$ cat src/rtl/dual_mod_prescaler.sv
module dual_mod_prescaler #(
  parameter bit SMALL = 1'b0
) (
  input  logic clk,
  input  logic cnt_en_n,
  input  logic mset,
  input  logic mode_a,
  input  logic mode_b,
  output logic div_out,
  output logic div_out_n
);

  localparam int LOW_LEN  = SMALL ? 3 : 5;
  localparam int HI_SHORT = SMALL ? 2 : 5;
  localparam int HI_LONG  = HI_SHORT + 1;

  function automatic logic [2:0] jcode(input int idx);
    case (idx)
      0:       return 3'b000;
      1:       return 3'b001;
      2:       return 3'b011;
      3:       return 3'b111;
      4:       return 3'b110;
      default: return 3'b100;
    endcase
  endfunction

  localparam logic [2:0] LAST        = jcode(5);
  localparam logic [2:0] LOW_START   = jcode(6 - LOW_LEN);
  localparam logic [2:0] SHORT_START = jcode(6 - HI_SHORT);
  localparam logic [2:0] LONG_START  = jcode(6 - HI_LONG);

  logic [2:0] sh, nxt_sh;
  logic       tog;

  wire at_last  = (sh == LAST);
  wire bad      = (sh == 3'b010) || (sh == 3'b101);
  wire long_sel = ~(mode_a | mode_b);

  always_comb begin
    if (bad)
      nxt_sh = LAST;
    else if (at_last)
      nxt_sh = tog ? LOW_START : (long_sel ? LONG_START : SHORT_START);
    else
      nxt_sh = {sh[1:0], ~sh[2]};
  end

  always_ff @(posedge clk or posedge mset) begin
    if (mset) begin
      sh  <= 3'b111;
      tog <= 1'b1;
    end else if (!cnt_en_n) begin
      sh <= nxt_sh;
      if (at_last) tog <= ~tog;
    end
  end

  assign div_out   = tog;
  assign div_out_n = ~tog;


  hold_state_chk: assert property (@(posedge clk) disable iff (mset)
    cnt_en_n |=> ($stable(sh) && $stable(tog)));


  legal_code_chk: assert property (@(posedge clk) disable iff (mset)
    (sh != 3'b010) && (sh != 3'b101));


  high_start_chk: assert property (@(posedge clk) disable iff (mset)
    $rose(tog) |-> (sh == LONG_START || sh == SHORT_START));


  low_start_chk: assert property (@(posedge clk) disable iff (mset)
    $fell(tog) |-> (sh == LOW_START));


  rise_from_last_chk: assert property (@(posedge clk) disable iff (mset)
    $rose(tog) |-> ($past(sh) == LAST));

endmodule

$ cat config.mk
export PLATFORM = sky130hd
export DESIGN_NAME = dual_mod_prescaler
export DESIGN_NICKNAME = d
export VERILOG_FILES = /design/src/rtl/dual_mod_prescaler.sv
export SDC_FILE = /design/constraint.sdc
export NUM_CORES = 1
export LEC_CHECK = 0
export BUFFER_PORTS_ARGS = -buffer_cell sky130_fd_sc_hd__clkbuf_2
export CORE_AREA = 3 3 40 42
export CTS_CLUSTER_SIZE = 30
export DETAILED_ROUTE_END_ITERATION = 10
export DIE_AREA = 0 0 43 45
export HOLD_SLACK_MARGIN = 0.08
export PLACE_DENSITY = 0.31
export SLEW_MARGIN = 40
export SYNTH_ARGS = -nofsm -noshare
export SYNTH_HDL_FRONTEND = slang
export SYNTH_SLANG_ARGS = --single-unit
$ cat constraint.sdc
create_clock -name clk -period 0.93 [get_ports clk]
set_input_delay 0.186 -clock clk [delete_from_list [all_inputs] [get_ports clk]]
set_output_delay 0.186 -clock clk [all_outputs]
set_load 0.005 [all_outputs]
[Yosys cells after proc, flatten, opt, wreduce, memory -nomap -nowiden]
Index checks and enable logic that the tools add are counted.
Storage, ports and cells
  bits in registers: 4
  memories: 0
  RAM bits: 0
  memory bits (read-only): 0
  bits in latches: 0
  word-level logic and storage cells: 15
Operators by class
  reduce and logical (&&, ||, !) cells: 2
  add/subtract/negate cells: 0
  multipliers: 0
  div/mod/pow operators: 0
  shift-type cells: 0
  bitwise gates (word level): 4
  magnitude comparators: 0
  equality and inequality tests: 3
  muxes and demuxes: 4
Operators by type and width (count)
  == test 3 bit, second input constant: 2
  two-way mux 3 bit: 2
  == test 3 x 2 -> 1 bit, second input constant: 1
  inverter 1 bit: 3
  two-way mux 1 bit: 2
  AND reduction 2 bit: 1
  logical OR 1 bit: 1
  OR 1 bit: 1

[Longest topological paths before layout]
  depth after elaboration: 5
  gate-level depth with buffers: 2
  mapped depth without buffers: 2

[Worst setup path before layout]
Ideal clock, no wire load.
  kind: register -> register
  start point: register sh[0]
  end point: register sh[0]
  arrival: 0.862 ns
  clock period less this slack: 0.944 ns
  cell stages (with the launch flop): 3
  setup slack: -0.014 ns
  library setup time: 0.081 ns
  cell sequence: dfstp_2 -> o21ba_2 -> a211oi_2
Between the ends
  cells in the longest elaborated chain, start to end: 3
  elaborated cells on any way between the ends: 6
  classes of those cells: eq/ne: 3; mux: 2; reduce/logical: 1
Ends and longest elaborated chain
  start, declared: RTL line 33  | logic [2:0] sh, nxt_sh;
  start signal, assigned: RTL line 54  | sh <= nxt_sh;
  == test 3 bit (tied with other cells): RTL line 36  | wire at_last = (sh == LAST);
  two-way mux 3 bit or logical OR 1 bit (tied branches): RTL line 43, 37
  two-way mux 3 bit (*): RTL line 41  | if (bad)
Mark *: on every way between the ends. The rest lies on a longest branch, timed or not.
A chain may end at the register's enable or synchronous reset.

[Worst setup path after layout]
  start point: register tog (netlist: div_out)
  end point: output port div_out_n
Between the ends
  cells in the longest elaborated chain, start to end: 1
Ends and longest elaborated chain
  start, declared: RTL line 34  | logic tog;
  start signal, assigned: RTL line 55  | if (at_last) tog <= ~tog;
  inverter 1 bit: RTL line 60  | assign div_out_n = ~tog;
  end, declared: RTL line 10  | output logic div_out_n
No other way between the ends.

==> out/qor.csv <==
metric,value,unit
Die Width,43,um
CTS sink cnt,4,
register area share after synthesis,50.6,%
WHS Endpoint,div_out,
clock tree skew after final layout,0.00652,ns
Synth area leaders,"dfstp_2 (51%), nor4b_2 (7.2%), a211oi_2 (6.0%), inv_1 (5.4%), and3b_2 (4.8%)",
Worst path max stage delay,0.54,ns
die area,1940,um2
Yosys warnings,0,
Worst EP arrival,0.92,ns
"EDFF count, synth",0,
relative slew slack,84.1,%
Initial Util,16.2,%
maximum root-to-sink buffer count,2,
Worst Max-Slew Pin Slew,0.237,ns
layout cells sized above 1,74.2,%
R2R depth,2,
vias in the first global route,179,
root buffer cell,clkbuf_4,
Worst path top cell family by delay,flip-flops,
Syn Nets,23,
Final Max Tran Viols,0,
worst endpoint required time,0.74,ns
H-tree depth,1,
HPWL Detailed,311,um
Leak,0.149,nW
status,"complete, but fails checks",
fin worst setup slack,-0.173,ns
wire per inst,8.91,um
synthesized flop and latch total,4,
hold crit path type,in2reg,
Residual DRC,0,
CTS Buf Count,3,
Post-Syn Instances,18,
CP Max Fanout,3,
HP Start,cnt_en_n,
antenna violations before repair,0,
n_diodes,0,
final-report hold violation count,0,
GR Overflow Total,0,
routed wire length,410,um
Yosys top cell area share,50.6,%
# rows,13,
"top cells by count, synth","dfstp_2 (4), inv_1 (3), o21ai_0 (2)",
initial DRC count,1,
P&R area growth vs syn,60.2,%
WS Path Type,reg2out,
fin area,333,um2
final setup TNS,-0.354,ns
PwrDens,3280,nW/um2
Yosys top cell by area,dfstp_2,
# setup viols final,4,
Antenna Violating Nets Remaining,0,
first-pass GRT wire length,724,um
predominant post-synthesis flop cell,dfstp_2,
top-count cell post-synth,dfstp_2,
All-Layer GR Usage,5.44,%
largest net degree at the start of global routing,6,
CP endpoint kind,output port,
max_cap viols,0,
Placed Cells,41,
DR vias/cell,3.74,
Worst path slowest cell,dfstp_2,
I/O Pins,7,
Max VDD drop,0.00130,V
Fin Hold WS,0.281,ns
Detailed Routing Iterations Pass 1,2,
Nets,38,
synthesized area,208,um2
GPL Wtd Cong,0.679,
PortBufs,6,
Core Area,1280,um2
CTS tree,yes,
Tcrit/Tclk final,119,%
Worst-path clk slew,0.04,ns
Mean Syn Cell Area,11.5,um2
Netlist cell types,12,
Tmin final,1.10,ns
CP bufs+invs,2,
via count,172,
"FFs w/ async S/R, synth",100,%
Critical Path Source Type,register,
failing checks,negative setup slack,
worst path cell trace,"inv_2, clkbuf_2",
critical path depth,2,
Hold Crit Depth,3,
FF-to-FF Start,sh[0],
Placed Area,278,um2
die height,45,um
Reg2Reg Setup Slack,-0.02,ns
worst skew pair latency,0.24,ns
"non-filler cells, final",46,
FF-to-FF End,sh[0],
max frequency,906,MHz
RSZ-0062 raised after global routing,true,
## metal layers
| layer | global-route usage, % | share of wire [%] | up-vias |
|---|---|---|---|
| met5 | 0 | 0 | - |
| met1 | 6.36 | 50 | 76 |
| li1 | - | - | 88 |
| met2 | 6.29 | 36 | 8 |
| met3 | 4.78 | 14 | 0 |
| met4 | 3.61 | 0 | 0 |
## power breakdown
| part | leakage (nW) | switching [mW] | internal (mW) |
|---|---|---|---|
| combinational | 0.0927 | 0.140 | 0.284 |
| clock | 0.0138 | 0.0768 | 0.145 |
| sequential | 0.0421 | 0.112 | 0.334 |
| total | 0.149 | 0.329 | 0.763 |
## registers in the layout, indices dropped and copies added (netlist names)
name,cells
sh,3
div_out,1
## worst register-to-register path, stage by stage (launching register included)
cell	delay, ns
dfstp_2	0.57
o21ba_4	0.17
a211oi_2	0.14
## timing repair
action                                  4_1_cts  5_1_grt
pin swaps                                     3        1
endpoints found under the hold margin         4        0
hold buffers                                  1        0
gates resized for setup                       3        1
endpoints found under the setup margin        4        5
setup buffers                                 1        0
## stage by stage
stage          utilization, %  setup WS, ns  total power [mW]
6_report                 25.9        -0.173              1.09
2_1_floorplan               -      -0.00936             0.646
5_1_grt                  25.9        -0.209              1.18
4_1_cts                  25.7        -0.182              1.10
3_3_place_gp             21.6       -0.0722             0.788
3_5_place_dp             21.6       -0.0518             0.784
## cells by family after synthesis
family / Yosys count / synth area share [%]
AND/OR/NAND/NOR: 5 / 19.3
flip-flops: 4 / 50.6
XOR/XNOR: 1 / 4.22
AO/OA/AOI/OAI: 5 / 20.5
buffers and inverters: 3 / 5.42
## layout by cell type (no fill, tap or decap), types with 2 or more instances in the layout
cell type,instances
clkbuf_2,6
dfstp_2,4
clkbuf_4,3
inv_1,2
o21ai_0,2
buf_4,2
## worst max-delay path by stage
stage / startpoint / to / slack, ns
floorplan: sh[2] / div_out / -0.009
global placement: sh[0] / sh[0] / -0.07
detailed placement: sh[0] / sh[0] / -0.05
CTS: div_out / div_out_n / -0.18
global route: div_out / div_out_n / -0.21
finish: div_out / div_out_n / -0.17
## final cells by class
cell class                 count  area [um2]
fill                         135         952
sequential                     4         105
timing repair buffer          10        66.3
tap                           15        18.8
inverter                       3        11.3
clock buffer                   3        22.5
multi-input combinational     11         109
Note: power is estimated with default switching activity, not from simulation.
